**config.mk**
```make
export PLATFORM = sky130hd
export DESIGN_NAME = branch_resolver
export DESIGN_NICKNAME = d
export VERILOG_FILES = /design/src/rtl/br_pkg.sv /design/src/rtl/br_decode.sv /design/src/rtl/br_cmp.sv /design/src/rtl/br_target.sv /design/src/rtl/branch_resolver.sv
export SDC_FILE = /design/constraint.sdc
export NUM_CORES = 1
export LEC_CHECK = 0
export BUFFER_PORTS_ARGS = -buffer_cell sky130_fd_sc_hd__buf_2
export CORE_MARGIN = 1
export CORE_UTILIZATION = 55
export DETAILED_ROUTE_END_ITERATION = 10
export PLACE_DENSITY = 0.89
export SLEW_MARGIN = 30
export SYNTH_ARGS = -nofsm -noshare
export SYNTH_HDL_FRONTEND = slang
export SYNTH_SLANG_ARGS = --single-unit
```
**constraint.sdc**
```tcl
create_clock -name clk -period 0.8 [get_ports clk]
set_input_delay 0.16 -clock clk [delete_from_list [all_inputs] [get_ports clk]]
set_output_delay 0.16 -clock clk [all_outputs]
set_load 0.1 [all_outputs]
```
**src/rtl/br_pkg.sv**
```systemverilog
package br_pkg;

    localparam logic [2:0] CLS_WIDE   = 3'd5;
    localparam logic [2:0] CLS_NARROW = 3'd6;

    localparam logic [3:0] OP_JUMP   = 4'h0;
    localparam logic [3:0] OP_EQ     = 4'h1;
    localparam logic [3:0] OP_UGT    = 4'h2;
    localparam logic [3:0] OP_UGE    = 4'h3;
    localparam logic [3:0] OP_BITS   = 4'h4;
    localparam logic [3:0] OP_NE     = 4'h5;
    localparam logic [3:0] OP_SGT    = 4'h6;
    localparam logic [3:0] OP_SGE    = 4'h7;
    localparam logic [3:0] OP_CALL   = 4'h8;
    localparam logic [3:0] OP_RETURN = 4'h9;
    localparam logic [3:0] OP_ULT    = 4'ha;
    localparam logic [3:0] OP_ULE    = 4'hb;
    localparam logic [3:0] OP_SLT    = 4'hc;
    localparam logic [3:0] OP_SLE    = 4'hd;

    typedef enum logic [2:0] {
        KIND_SEQ,
        KIND_JUMP,
        KIND_COND,
        KIND_HELPER,
        KIND_LOCAL,
        KIND_RETURN,
        KIND_BAD
    } kind_e;

    typedef struct packed {
        logic eq;
        logic ult;
        logic slt;
        logic any;
    } cmp_flags_t;

endpackage

```
**src/rtl/br_decode.sv**
```systemverilog
module br_decode
    import br_pkg::*;
(
    input  logic [7:0] opcode,
    input  logic [3:0] sreg_field,
    output kind_e      kind,
    output logic       narrow,
    output logic       use_reg
);
    logic [2:0] cls;
    logic [3:0] op;

    always_comb begin
        cls     = opcode[2:0];
        op      = opcode[7:4];
        use_reg = opcode[3];
        narrow  = (cls == CLS_NARROW);
        kind    = KIND_SEQ;
        if (cls == CLS_WIDE || cls == CLS_NARROW) begin
            unique case (op)
                OP_JUMP: kind = KIND_JUMP;
                OP_EQ, OP_UGT, OP_UGE, OP_BITS, OP_NE, OP_SGT, OP_SGE,
                OP_ULT, OP_ULE, OP_SLT, OP_SLE: kind = KIND_COND;
                OP_CALL: begin
                    if (use_reg) begin
                        kind = KIND_BAD;
                    end else begin
                        unique case (sreg_field)
                            4'd0, 4'd2: kind = KIND_HELPER;
                            4'd1:       kind = KIND_LOCAL;
                            default:    kind = KIND_BAD;
                        endcase
                    end
                end
                OP_RETURN: kind = use_reg ? KIND_BAD : KIND_RETURN;
                default:   kind = KIND_BAD;
            endcase
        end
    end
endmodule

```
**src/rtl/br_cmp.sv**
```systemverilog
module br_cmp
    import br_pkg::*;
#(
    parameter int W = 64
) (
    input  logic [W-1:0] a,
    input  logic [W-1:0] b,
    output cmp_flags_t   flags
);
    always_comb begin
        flags.eq  = (a == b);
        flags.ult = (a < b);
        flags.slt = ($signed(a) < $signed(b));
        flags.any = |(a & b);
    end
endmodule

```
**src/rtl/br_target.sv**
```systemverilog
module br_target #(
    parameter int IDX_W = 32
) (
    input  logic [IDX_W-1:0] cur_idx,
    input  logic [IDX_W-1:0] disp,
    input  logic             wide_insn,
    output logic [IDX_W-1:0] jump_idx,
    output logic [IDX_W-1:0] fall_idx
);
    logic [IDX_W-1:0] after_idx;

    always_comb begin
        after_idx = cur_idx + IDX_W'(1);
        jump_idx  = after_idx + disp;
        fall_idx  = wide_insn ? (after_idx + IDX_W'(1)) : after_idx;
    end
endmodule

```
**src/rtl/branch_resolver.sv**
```systemverilog
module branch_resolver
    import br_pkg::*;
#(
    parameter int IDX_W  = 32,
    parameter int DATA_W = 64,
    parameter int OFF_W  = 16,
    parameter int IMM_W  = 32
) (
    input  logic              clk,
    input  logic              rst_n,
    input  logic [7:0]        opcode,
    input  logic [3:0]        sreg_field,
    input  logic [OFF_W-1:0]  offset,
    input  logic [IMM_W-1:0]  imm,
    input  logic [DATA_W-1:0] dst_val,
    input  logic [DATA_W-1:0] src_val,
    input  logic [IDX_W-1:0]  cur_idx,
    input  logic              wide_insn,
    output logic [IDX_W-1:0]  next_idx,
    output logic              taken,
    output logic              helper_call,
    output logic              local_call,
    output logic              ret,
    output logic              illegal
);
    localparam int NARROW_W = DATA_W / 2;

    typedef struct packed {
        logic [IDX_W-1:0] next_idx;
        logic             taken;
        logic             helper_call;
        logic             local_call;
        logic             ret;
        logic             illegal;
    } res_t;

    kind_e             kind;
    logic              narrow;
    logic              use_reg;
    logic [DATA_W-1:0] operand_b;
    logic [IDX_W-1:0]  off_ext;
    logic [IDX_W-1:0]  imm_ext;
    logic [IDX_W-1:0]  disp;
    logic [IDX_W-1:0]  jump_idx;
    logic [IDX_W-1:0]  fall_idx;
    cmp_flags_t        flags_full;
    cmp_flags_t        flags_low;
    cmp_flags_t        flags;
    logic              hit;
    res_t              res_d;
    res_t              res_q;

    br_decode i_decode (
        .opcode     (opcode),
        .sreg_field (sreg_field),
        .kind       (kind),
        .narrow     (narrow),
        .use_reg    (use_reg)
    );

    always_comb begin
        operand_b = use_reg ? src_val : DATA_W'($signed(imm));
        off_ext   = IDX_W'($signed(offset));
        imm_ext   = IDX_W'($signed(imm));
        if ((kind == KIND_JUMP && narrow) || kind == KIND_LOCAL) begin
            disp = imm_ext;
        end else begin
            disp = off_ext;
        end
    end

    br_cmp #(.W(DATA_W)) i_cmp_full (
        .a     (dst_val),
        .b     (operand_b),
        .flags (flags_full)
    );

    br_cmp #(.W(NARROW_W)) i_cmp_low (
        .a     (dst_val[NARROW_W-1:0]),
        .b     (operand_b[NARROW_W-1:0]),
        .flags (flags_low)
    );

    br_target #(.IDX_W(IDX_W)) i_target (
        .cur_idx   (cur_idx),
        .disp      (disp),
        .wide_insn (wide_insn),
        .jump_idx  (jump_idx),
        .fall_idx  (fall_idx)
    );

    always_comb begin
        flags = narrow ? flags_low : flags_full;
        unique case (opcode[7:4])
            OP_EQ:   hit = flags.eq;
            OP_NE:   hit = !flags.eq;
            OP_BITS: hit = flags.any;
            OP_UGT:  hit = !flags.ult && !flags.eq;
            OP_UGE:  hit = !flags.ult;
            OP_ULT:  hit = flags.ult;
            OP_ULE:  hit = flags.ult || flags.eq;
            OP_SGT:  hit = !flags.slt && !flags.eq;
            OP_SGE:  hit = !flags.slt;
            OP_SLT:  hit = flags.slt;
            OP_SLE:  hit = flags.slt || flags.eq;
            default: hit = 1'b0;
        endcase
    end

    always_comb begin
        res_d          = '0;
        res_d.next_idx = fall_idx;
        unique case (kind)
            KIND_JUMP: begin
                res_d.taken    = 1'b1;
                res_d.next_idx = jump_idx;
            end
            KIND_COND: begin
                res_d.taken    = hit;
                res_d.next_idx = hit ? jump_idx : fall_idx;
            end
            KIND_HELPER: res_d.helper_call = 1'b1;
            KIND_LOCAL: begin
                res_d.local_call = 1'b1;
                res_d.taken      = 1'b1;
                res_d.next_idx   = jump_idx;
            end
            KIND_RETURN: res_d.ret     = 1'b1;
            KIND_BAD:    res_d.illegal = 1'b1;
            default: ;
        endcase
    end

    always_ff @(posedge clk or negedge rst_n) begin
        if (!rst_n) begin
            res_q <= '0;
        end else begin
            res_q <= res_d;
        end
    end

    assign next_idx    = res_q.next_idx;
    assign taken       = res_q.taken;
    assign helper_call = res_q.helper_call;
    assign local_call  = res_q.local_call;
    assign ret         = res_q.ret;
    assign illegal     = res_q.illegal;

endmodule

```
==> summary.txt, run 1 <==
Outcome
  – Status: aborted with a tool error
  – Stop err: [ERROR GRT-0116] Global routing finished with congestion. Check the congestion regions in the DRC Viewer.
  – Failing step: 5_1_grt

Yosys
  – Largest family of logic cells by synthesized area: adder cells
  – Avg Cell Area, Syn: 7.65 sq um
  – Synthesis Warnings: 0
  – Synth Area in Simple Gates: 23.7%
  – Cell Area, Synth: 0.00821 sq mm
  – Mux cell area share after synthesis: 7.45%
  – Post-synth ARST share: 100%
  – Synth Area in Compound Gates: 18.2%
  – Adder-cell share of the synthesized area: 24.8%
  – Synthesized Nets: 1459
  – Top FF cell, synth: dfrtp_1
  – Distinct cells, synth: 73
  – Xor-xnor portion of the synthesized cell area: 8.42%
  – Sequential-to-total area share from yosys stat: 11.3%
  – EDFF count, synth: 0
  – Mapped Cells: 1074
  – Synthesized flop and latch total: 37

Global routing
  – Vias in the first global route: 17700
  – Overflow left after global routing: 1143
  – All-Layer GR Usage: 96.1%
  – First-pass GRT wire length: 117 mm
  – Largest net degree at the start of global routing: 38

Place
  – Placed Instance Area: 0.0131 sq mm
  – Post-DP HPWL: 35.1 mm
  – # placed instances: 1822
  – Number of port buffers: 259
  – Dpl ws: -3.91 ns
  – Routability Congestion: 1.04

Clock tree
  – Clock Tree Root: clkbuf_16
  – Num CTS Buffers: 5
  – Clk buf depth: 2
  – # H-tree levels: 2
  – Number of clock sinks: 37

Die
  – FP Rows: 44
  – Chip width: 124 microns
  – Die Y: 124 microns
  – Initial Util: 56.5%
  – Boundary Pins: 260
Yosys cell counts, types with 6 or more instances:
cell / count / share of area, %
nand2_1: 101 / 4.6
and3_1: 12 / 0.91
or3_1: 8 / 0.61
dfrtp_1: 37 / 11
mux2i_1: 39 / 4.8
o21ai_1: 12 / 0.73
nor2b_1: 15 / 1.1
mux2_2: 16 / 2.2
nand2b_1: 16 / 1.2
a211o_1: 6 / 0.64
nor4_1: 30 / 2.3
nor3_1: 24 / 1.5
nand4_1: 26 / 2.0
inv_1: 93 / 4.2
xnor2_1: 48 / 5.1
nor2_1: 70 / 3.2
ha_1: 161 / 25
o21ai_0: 29 / 1.8
clkbuf_1: 22 / 1.0
a21o_1: 19 / 1.7
a31oi_1: 11 / 0.84
xor2_1: 31 / 3.3
nand3_1: 25 / 1.5
and4_1: 9 / 0.96
a21oi_1: 99 / 6.0
and2_1: 10 / 0.76
o211ai_1: 9 / 0.82
per-stage QoR:
stage | utilization, % | setup TNS, ns
detailed placement | 90.0 | -118.12
global placement | 90.0 | -111.20
CTS | 97.6 | -116.21
floorplan | - | -98.33
layer usage:
layer / GRT overflow / track usage (%)
met5: 2 / 16.7
met4: 209 / 107
met3: 8 / 71.5
met2: 918 / 128
met1: 6 / 87.7
timing repair:
item	4_1_cts
resized for setup	125
hold buffers	1
buffers inserted	28
cloned	6
pin swaps	47
hold endpoints to repair	37
endpoints found under the setup margin	74
cells by family after synthesis:
group                      after synthesis
AOI/OAI and AO/OA                      236
xor gates and xnor gates                79
adders and majority gates              162
buffers and inverters                  126
DFF                                     37
muxes                                   58
and+or+nand+nor                        376
==> run 2: changes to the inputs <==
--- a/config.mk
+++ b/config.mk
@@ -7,9 +7,9 @@
 export LEC_CHECK = 0
 export BUFFER_PORTS_ARGS = -buffer_cell sky130_fd_sc_hd__buf_2
 export CORE_MARGIN = 1
-export CORE_UTILIZATION = 55
+export CORE_UTILIZATION = 40
 export DETAILED_ROUTE_END_ITERATION = 10
-export PLACE_DENSITY = 0.89
+export PLACE_DENSITY_LB_ADDON = 0.15
 export SLEW_MARGIN = 30
 export SYNTH_ARGS = -nofsm -noshare
 export SYNTH_HDL_FRONTEND = slang
==> summary.txt, run 2 <==
Finish
  – Most common cell after layout, fill and taps aside: buf_4
  – Util after Layout: 73.1%
  – Fin nets: 2088
  – Area Overhead vs Synth: 79.5%
  – Layout cells sized above 1: 49.2%
  – Fin area: 0.0147 sq mm
  – Filler Cell Count: 1501
  – Commonest cells after routing, fill and taps aside: 354 x buf_4, 217 x buf_2, 148 x ha_1
  – Max reg flops: 32

Critical path
  – Max incr delay on CP: 0.41 ns
  – CP startpoint kind: primary input
  – Crit path max-delay family: compound AO/OA/AOI/OAI gates
  – WS Path Type: primary input to flip-flop
  – Crit path buffers/inverters: 3
  – Endpoint type of the worst setup path: flip-flop
  – Critical Path Source: opcode[3]
  – Worst path cell trace: buf_8, nor2_4, a211o_1, a21o_1, or3_4, a21oi_4, buf_12, buf_8, mux2_4, ha_4, a21o_1, a31oi_1, o21bai_1, a221o_1, a21oi_2, o21ai_2, or3_1, a31oi_1, xor2_1, a21oi_1
  – CP required: 0.98 ns
  – Critical-path top delay cell: a221o_1
  – CP Max Fanout: 8
  – Worst EP arrival: 4.20 ns

Yosys
  – Synthesized flop and latch total: 37 (unchanged)
  – Most frequent cells after synthesis: 161 x ha_1, 101 x nand2_1, 99 x a21oi_1
  – Post-synth top area cell: ha_1
  – Top FF cell, synth: dfrtp_1
  – Most common cell in the netlist: ha_1
  – Largest cells by area after synthesis: ha_1 25%, dfrtp_1 11%, a21oi_1 6.0%
  – Mapped Cells: 1074 (unchanged)
  – Distinct cells, synth: 73 (unchanged)
  – EDFF count, synth: 0 (unchanged)
  – Synthesis Warnings: 0 (unchanged)
  – Sequential-to-total area share from yosys stat: 11.3% (unchanged)
  – Top cell type's share of synthesized area: 24.5% (unchanged)
  – Post-synth ARST share: 100% (unchanged)
  – Cell Area, Synth: 0.00821 sq mm (unchanged)
  – Synthesized Nets: 1459 (unchanged)
  – Avg Cell Area, Syn: 7.65 sq um (unchanged)

Flow run
  – Max_cap viols: 0

Die
  – Core area: 0.0202 sq mm
  – Die Y: 145 microns (+17%)
  – Initial Util: 40.7% (-16 points)
  – Chip width: 145 microns (+17%)
  – Boundary Pins: 260 (unchanged)
  – FP Rows: 52 (+18%)
  – Die Area: 0.0211 sq mm

Place
  – Post-DP HPWL: 26.2 mm (-25%)
  – Number of port buffers: 259 (unchanged)
  – Placed Instance Area: 0.0134 sq mm (+2.5%)
  – Routability Congestion: 0.965 (-7.0%)

Global routing
  – Initial antenna violation count: 1
  – Overflow left after global routing: 0
  – Vias in the first global route: 10400
  – First-pass GRT wire length: 51.2 mm
  – Most Used Layer, Global Route: met2
  – GR Layer Usage met1: 37.0%
  – All-Layer GR Usage: 30.2%
  – Largest net degree at the start of global routing: 21
  – GRT met3 Usage: 2.70%
  – Met2 GRT Util: 54.6%

Timing
  – Tightest Pin Transition: 0.509 ns
  – Max Clock Freq: 249 MHz
  – Final hold vios: 0
  – RSZ-0062 raised after global routing: yes
  – Worst slew margin relative to its limit: 65.8%
  – Max Slew Vio Count: 0
  – Crit path time final: 4.01 ns
  – Final worst slack: -3.21 ns
  – Final setup viols: 74
  – Final period util: 502%

Min path
  – WHS Endpoint: next_idx[0]$_DFF_PN0_
  – Min-Delay Startpoint: wide_insn
  – Hold path depth: 3
  – Worst hold path class: primary input to flip-flop

Pwr
  – Power per cell area: 984 mW/mm^2
  – Pwr Total: 14.5 mW
  – Worst IR Drop VDD: 0.761 mV
  – Leak pwr: 7.29 nW

Detailed routing
  – WL/cell: 17.0 microns
  – TritonRoute pass-1 iters: 6
  – Initial DRC count: 600
  – Final wirelength: 33.6 mm
  – Mean number of vias per cell: 5.34
  – DR DRC count: 0
  – Routed Antenna Nets: 0
  – Via count: 10600

Clock tree
  – Clk buf depth: 2 (unchanged)
  – CTS tree: done
  – # H-tree levels: 2 (unchanged)
  – Clock Tree Root: clkbuf_16
  – Worst-path clk slew: 0.07 ns
  – Num CTS Buffers: 5 (unchanged)
  – Number of clock sinks: 37 (unchanged)

Outcome
  – Failing checks: negative setup slack
  – Status: finished with violations
run 2: power by group:
part,switching (mW),internal (mW),total (mW)
registers,0.174,2.15,2.32
logic,5.09,4.63,9.72
clock network,0.986,1.48,2.47
run 2: per-layer routing:
| layer | vias to the layer above | part of all wire (%) |
|---|---|---|
| met4 | 0 | 3.7 |
| met3 | 92 | 5.1 |
| met5 | - | 0 |
| met2 | 377 | 50 |
| met1 | 4966 | 41 |
| li1 | 5120 | - |
run 2: repair_timing:
action | in CTS | in global routing
hold endpoints to repair | 37 | 0
gates resized for setup | 107 | 60
buffers inserted | 17 | 10
pin swaps | 50 | 29
hold buffers | 1 | 0
cloned | 6 | 2
endpoints found under the setup margin | 74 | 74
run 2: worst min-delay path: cells and delay by family:
family	cells	cell delay (ns)
buf+inv	1	0.12
xor+xnor	1	0.07
compound gates	1	0.11
run 2: cell type report:
type	instances	area (sq um)	area share, %
clock inverters	3	46.3	0.314
multi-input cells	911	7570	51.4
well taps	270	338	2.29
inverters	93	349	2.37
repair buffers	655	5240	35.5
diodes	2	5.00	0.0340
flip-flops and latches	37	1060	7.22
clock buffers	5	125	0.849
run 2: worst max-delay path by stage:
stage / to / slack (ns) / cells past startpoint
after floorplan: next_idx[26]$_DFF_PN0_ / -3.35 / 18
after global placement: next_idx[29]$_DFF_PN0_ / -3.47 / 18
after detailed placement: next_idx[31]$_DFF_PN0_ / -3.56 / 20
after CTS: next_idx[26]$_DFF_PN0_ / -3.06 / 22
after global routing: next_idx[26]$_DFF_PN0_ / -3.38 / 20
final: next_idx[26]$_DFF_PN0_ / -3.21 / 20
run 2: kinds of logic after synthesis:
| kind of cell | Yosys count | share of synthesized area [%] |
|---|---|---|
| AO/OA/AOI/OAI | 236 | 18.2 |
| XOR/XNOR | 79 | 8.42 |
| adder cells (fa/ha/maj) | 162 | 24.8 |
| buffers and inverters | 126 | 6.17 |
| flip-flops | 37 | 11.3 |
| multiplexers | 58 | 7.45 |
| AND/OR/NAND/NOR | 376 | 23.7 |
run 2: per-stage QoR:
stage               worst slack (ns)  hold slack [ns]  setup TNS (ns)  std cells
floorplan                      -3.35           -0.136          -98.33       1074
global placement               -3.47           0.0372         -114.32       1932
detailed placement             -3.56           0.0400         -115.34       1932
CTS                            -3.06            0.183         -108.47       1963
global route                   -3.38            0.204         -115.78       1975
finish                         -3.21            0.195         -110.76       1976
No activity file was read; power rests on OpenSTA's default activity.
==> run 3: changes to the inputs <==
--- a/config.mk
+++ b/config.mk
@@ -5,6 +5,7 @@
 export SDC_FILE = /design/constraint.sdc
 export NUM_CORES = 1
 export LEC_CHECK = 0
+export ABC_AREA = 1
 export BUFFER_PORTS_ARGS = -buffer_cell sky130_fd_sc_hd__buf_2
 export CORE_MARGIN = 1
 export CORE_UTILIZATION = 40
==> summary.txt, run 3 <==
Critical path
  – CP startpoint kind: primary input
  – Crit path max-delay family: simple AND/OR/NAND/NOR gates
  – Most used cell, CP: nand2_1
  – Max incr delay on CP: 0.30 ns (-0.11 ns)
  – Crit path buffers/inverters: 4 (+1)
  – Endpoint type of the worst setup path: flip-flop
  – Critical-path top delay cell: ha_4
  – Worst EP arrival: 3.57 ns (-0.63 ns)
  – CP required: 1.02 ns (+0.04 ns)
  – CP Max Fanout: 9 (+1)
  – WS Path Type: primary input to flip-flop

Yosys
  – Top cell type's share of synthesized area: 22.0% (-2.5 points)
  – Top FF cell, synth: dfrtp_1
  – Post-synth ARST share: 100% (unchanged)
  – Mapped Cells: 1475 (+37%)
  – EDFF count, synth: 0 (unchanged)
  – Avg Cell Area, Syn: 6.19 sq um (-19%)
  – Largest cells by area after synthesis: ha_1 22%, nand2_1 15%, dfrtp_1 10%
  – Cell Area, Synth: 0.00914 sq mm (+11%)
  – Synthesized Nets: 1860 (+27%)
  – Distinct cells, synth: 53 (-27%)
  – Synthesized flop and latch total: 37 (unchanged)
  – Post-synth top area cell: ha_1
  – Most frequent cells after synthesis: 355 x nand2_1, 223 x inv_1, 161 x ha_1
  – Most common cell in the netlist: nand2_1
  – Sequential-to-total area share from yosys stat: 10.1% (-1.1 points)
  – Synthesis Warnings: 0 (unchanged)

Detailed routing
  – Initial DRC count: 752 (+25%)
  – TritonRoute pass-1 iters: 6 (unchanged)
  – DR DRC count: 0 (unchanged)
  – Final wirelength: 42.5 mm (+27%)
  – WL/cell: 17.4 microns (+2.4%)
  – Mean number of vias per cell: 5.27 (-1.3%)
  – Routed Antenna Nets: 0 (unchanged)
  – Via count: 12900 (+22%)

Outcome
  – Status: finished with violations
  – Failing checks: negative setup slack

Global routing
  – Initial antenna violation count: 3 (+2)
  – All-Layer GR Usage: 34.2% (+4.1 points)
  – Overflow left after global routing: 0 (unchanged)
  – First-pass GRT wire length: 64.3 mm (+26%)
  – Vias in the first global route: 13100 (+26%)
  – Largest net degree at the start of global routing: 38 (+81%)

Timing
  – Final worst slack: -2.55 ns (+0.667 ns)
  – Fin Setup TNS: -92.98 ns (+17.77 ns)
  – Worst slew margin relative to its limit: 69.5% (+3.7 points)
  – Max Slew Vio Count: 0 (unchanged)
  – Crit path time final: 3.35 ns (-0.667 ns)
  – Final period util: 418% (-83 points)
  – Max Clock Freq: 299 MHz (+20%)
  – Final setup viols: 74 (unchanged)
  – RSZ-0062 raised after global routing: yes
  – Final hold vios: 0 (unchanged)
  – Tightest Pin Transition: 0.454 ns (-0.0551 ns)

Die
  – Core area: 0.0221 sq mm (+9.5%)
  – Chip width: 153 microns (+5.4%)
  – Die Area: 0.0235 sq mm (+11%)
  – Initial Util: 41.4% (+0.63 points)
  – Boundary Pins: 260 (unchanged)
  – FP Rows: 54 (+3.8%)
  – Die Y: 153 microns (+5.4%)

Finish
  – Area Overhead vs Synth: 86.9%
  – Fin area: 0.0171 sq mm (+16%)
  – Commonest cells after routing, fill and taps aside: 387 x buf_4, 304 x nand2_1, 215 x buf_2
  – Fin nets: 2546 (+22%)
  – Layout cells sized above 1: 50.2% (+1.0 points)
  – Most common cell after layout, fill and taps aside: buf_4
  – Util after Layout: 77.3% (+4.2 points)
  – Max reg flops: 32 (unchanged)

Place
  – Post-DP HPWL: 30.0 mm (+14%)
  – Dpl ws: -2.69 ns (+0.871 ns)
  – Placed Instance Area: 0.0144 sq mm (+7.6%)
  – Routability Congestion: 0.936 (-3.0%)
  – Number of port buffers: 259 (unchanged)

Pwr
  – Leak pwr: 8.97 nW (+23%)
  – Worst IR Drop VDD: 0.712 mV (-6.4%)
  – Power per cell area: 1040 mW/mm^2 (+5.6%)

Clock tree
  – # H-tree levels: 2 (unchanged)
  – CTS tree: done
  – Worst-path clk slew: 0.06 ns (about the same)
  – Clock Tree Root: clkbuf_16
  – Clk buf depth: 2 (unchanged)
  – Number of clock sinks: 37 (unchanged)
  – Num CTS Buffers: 5 (unchanged)

Flow run
  – Max_cap viols: 0 (unchanged)

Min path
  – Worst hold path class: primary input to asynchronous set/reset pin
[run 3: cell count changes in the layout (fill, tap and decap cells not counted), sizes merged, moves of 27 or more]
cell and change:
mux2i -39, nand2 +264, xor2 +27, buf +53
o21ai +34, inv +141, nand3 +64, or2 +31
nor2 +76, xnor2 -33
[run 3: report_power, final]
| part | internal (mW) | switching, mW |
|---|---|---|
| clock network | 1.23 | 0.816 |
| registers | 2.28 | 0.265 |
| logic | 5.90 | 7.26 |
[run 3: routing by layer]
layer / global-route usage (%) / vias up / wire, microns
li1: - / 6130 / -
met1: 37.1 / 5937 / 15900
met2: 63.7 / 603 / 21000
met3: 4.91 / 207 / 2720
met4: 19.0 / 4 / 2810
met5: 0 / - / 31
[run 3: final cells by class]
type	count	area [sq um]
fillers	1529	5010
repair inverters	2	15.0
repair buffers	707	5850
diodes	1	2.50
well taps	280	350
inverters	236	906
flip-flops and latches	37	1060
multi-input cells	1172	8750
clock buffers	7	143
[run 3: through the flow]
step / instances / hold WS [ns] / power (mW)
after global placement: 2354 / 0.137 / 13.1
final: 2442 / 0.363 / 17.7
after detailed placement: 2354 / 0.141 / 13.2
after CTS: 2428 / 0.336 / 16.8
after global routing: 2441 / 0.379 / 18.7
after floorplan: 1475 / -0.136 / 8.28
[run 3: worst paths after layout]
path,start,to,cells after the start
worst max-delay path,sreg_field[2],next_idx[31]$_DFF_PN0_,28
worst min-delay path,rst_n,next_idx[21]$_DFF_PN0_,3
max in group asynchronous,rst_n,next_idx[7]$_DFF_PN0_,3
min in group clk,opcode[2],illegal$_DFF_PN0_,3
[run 3: worst min-delay path, stage by stage]
cell,delay (ns)
dlygate4sd3_1,0.52
buf_2,0.12
buf_12,0.21
[run 3: cells by family after synthesis]
kind of cell             after synthesis  share of synthesized area (%)
adder cells (fa/ha/maj)              162                           22.3
AO/OA/AOI/OAI                        215                           13.0
buffers and inverters                267                           11.1
AND/OR/NAND/NOR                      721                           35.8
flip-flops                            37                           10.1
XOR/XNOR                              73                           7.74
[run 3: repair_timing]
action,4_1_cts,5_1_grt
resized for setup,292,97
pin swaps,107,39
endpoints found under the setup margin,74,74
hold buffers,1,0
hold endpoints to repair,37,0
gates cloned,17,0
buffers inserted,54,16
==> run 4: changes to the inputs <==
==> constraint.sdc (replaced) <==
create_clock -name clk -period 0.8 [get_ports clk]
set_input_delay 0.08 -clock clk [delete_from_list [all_inputs] [get_ports clk]]
set_output_delay 0.08 -clock clk [all_outputs]
set_load 0.1 [all_outputs]
==> summary.txt, run 4 (synthesized netlist as in run 3, its figures left out) <==
Outcome
  – Status: finished with violations
  – Failing checks: negative setup slack

Global routing
  – Initial antenna violation count: 2 (-1)
  – All-Layer GR Usage: 30.5% (-3.7 points)
  – Met2 GRT Util: 57.8% (-5.8 points)
  – Overflow left after global routing: 0 (unchanged)
  – Vias in the first global route: 12000 (-8.2%)
  – First-pass GRT wire length: 57.7 mm (-10%)
  – GR Layer Usage met1: 35.1% (-2.0 points)
  – Most Used Layer, Global Route: met2
  – Largest net degree at the start of global routing: 38 (unchanged)
  – GRT met3 Usage: 3.06% (-1.8 points)

Clock tree
  – Number of clock sinks: 37 (unchanged)
  – # H-tree levels: 2 (unchanged)
  – Num CTS Buffers: 5 (unchanged)
  – Worst-path clk slew: 0.06 ns (about the same)
  – Clk buf depth: 2 (unchanged)
  – Clock Tree Root: clkbuf_16
  – CTS tree: done

Critical path
  – CP startpoint kind: primary input
  – Endpoint type of the worst setup path: flip-flop
  – Max incr delay on CP: 0.30 ns (about the same)
  – WS Path Type: primary input to flip-flop
  – CP Max Fanout: 10 (+1)
  – CP required: 0.97 ns (-0.05 ns)
  – Critical-path top delay cell: ha_1
  – Worst EP arrival: 3.16 ns (-0.41 ns)
  – Most used cell, CP: nand2_1

Timing
  – Max Slew Vio Count: 0 (unchanged)
  – Fin Hold WS: 0.272 ns (-0.0918 ns)
  – Crit path time final: 2.99 ns (-0.352 ns)
  – Tightest Pin Transition: 0.407 ns (-0.0470 ns)
  – Final setup viols: 74 (unchanged)
  – Worst slew margin relative to its limit: 72.6% (+3.1 points)
  – Final worst slack: -2.19 ns (+0.352 ns)
  – RSZ-0062 raised after global routing: yes
  – Max Clock Freq: 334 MHz (+12%)
  – Final period util: 374% (-44 points)
  – Final hold vios: 0 (unchanged)

Detailed routing
  – Routed Antenna Nets: 0 (unchanged)
  – TritonRoute pass-1 iters: 5 (-1)
  – Via count: 12000 (-6.9%)
  – Mean number of vias per cell: 4.99 (-5.4%)
  – Final wirelength: 37.2 mm (-13%)
  – DR DRC count: 0 (unchanged)
  – WL/cell: 15.5 microns (-11%)
  – Initial DRC count: 494 (-34%)

Finish
  – Commonest cells after routing, fill and taps aside: 374 x buf_4, 278 x nand2_1, 215 x buf_2
  – Fin cells: 2403 (-1.6%)
  – Layout cells sized above 1: 47.9% (-2.3 points)
  – Max reg flops: 32 (unchanged)
  – Area Overhead vs Synth: 76.2%
  – Fin nets: 2505 (-1.6%)
  – Most common cell after layout, fill and taps aside: buf_4
  – Util after Layout: 72.9% (-4.4 points)

Die
  – Die Area: 0.0235 sq mm (unchanged)
  – Chip width: 153 microns (unchanged)
  – Die Y: 153 microns (unchanged)
  – Boundary Pins: 260 (unchanged)
  – Initial Util: 41.4% (unchanged)
  – FP Rows: 54 (unchanged)
  – Core area: 0.0221 sq mm (unchanged)

Min path
  – Worst hold path class: primary input to flip-flop
  – Min-Delay Startpoint: opcode[2]
  – Hold path depth: 3
  – WHS Endpoint: illegal$_DFF_PN0_

Flow run
  – Max_cap viols: 0 (unchanged)

Place
  – Post-DP HPWL: 29.6 mm (-1.1%)
  – Number of port buffers: 259 (unchanged)
  – Routability Congestion: 0.917 (-2.0%)
  – Dpl ws: -2.62 ns (+0.0630 ns)
  – # placed instances: 2351 (-0.13%)

Pwr
  – Pwr Total: 16.7 mW (-5.8%)
  – Leak pwr: 8.61 nW (-4.0%)
  – Power per cell area: 1040 mW/mm^2 (-0.10%)
  – Worst IR Drop VDD: 0.734 mV (+3.1%)
-- run 4: changes by cell type in the layout (fill, tap and decap cells not counted), moves of 10 or more --
cell / delta
nand2_1: -26
a21oi_1: +18
nor2_1: +10
dfrtp_2: +35
o21ai_2: -10
o21ai_0: +14
a21oi_4: -15
dfrtp_4: -36
nor2_2: -14
buf_6: -15
nand2_2: +18
buf_4: -13
-- run 4: through the flow --
| step | cell area [sq um] | TNS [ns] |
|---|---|---|
| finish | 16100 | -77.56 |
| global placement | 14300 | -81.88 |
| CTS | 15400 | -72.89 |
| detailed placement | 14300 | -84.70 |
| floorplan | 9470 | -68.60 |
| global route | 16100 | -83.44 |
-- run 4: per-layer routing --
layer	wire length (microns)	vias to the layer above
met3	1630	77
met5	0	-
met4	1340	0
met2	18900	371
met1	15300	5491
li1	-	6056
-- run 4: critical path, delay by kind of cell --
kind	cells	cell delay [ns]
and+or+nand+nor	16	1.63
buffers and inverters	8	1.01
adders and majority gates	1	0.30
AOI/OAI and AO/OA	2	0.10
-- run 4: what timing repair did --
action	4_1_cts	5_1_grt
gates cloned	8	3
endpoints found under the hold margin	37	0
gates resized for setup	148	150
endpoints found under the setup margin	74	74
pin swaps	34	109
hold buffers	1	0
buffers inserted	25	12
-- run 4: report_power, final --
group	internal [mW]	total (mW)	switching, mW
clock network	1.15	1.99	0.845
logic	5.49	12.3	6.80
registers	2.17	2.43	0.262
total	8.81	16.7	7.91
-- run 4: area by class of cell --
| class | instances | area (sq um) |
|---|---|---|
| timing repair inverter | 1 | 6.26 |
| tap | 280 | 350 |
| antenna | 2 | 5.00 |
| clock buffer | 6 | 129 |
| timing repair buffer | 667 | 5310 |
| multi-input combinational | 1172 | 8420 |
| sequential | 37 | 970 |
| inverter | 236 | 898 |
| clock inverter | 2 | 10.0 |
| fill | 1717 | 6000 |
-- run 4: worst max path at each step --
stage | cells after the start | endpoint | start
after floorplan | 27 | next_idx[30]$_DFF_PN0_ | opcode[6]
after global placement | 27 | next_idx[19]$_DFF_PN0_ | opcode[4]
after detailed placement | 25 | next_idx[30]$_DFF_PN0_ | opcode[4]
after CTS | 27 | next_idx[30]$_DFF_PN0_ | opcode[7]
after global routing | 26 | next_idx[31]$_DFF_PN0_ | sreg_field[3]
final | 27 | next_idx[22]$_DFF_PN0_ | opcode[3]
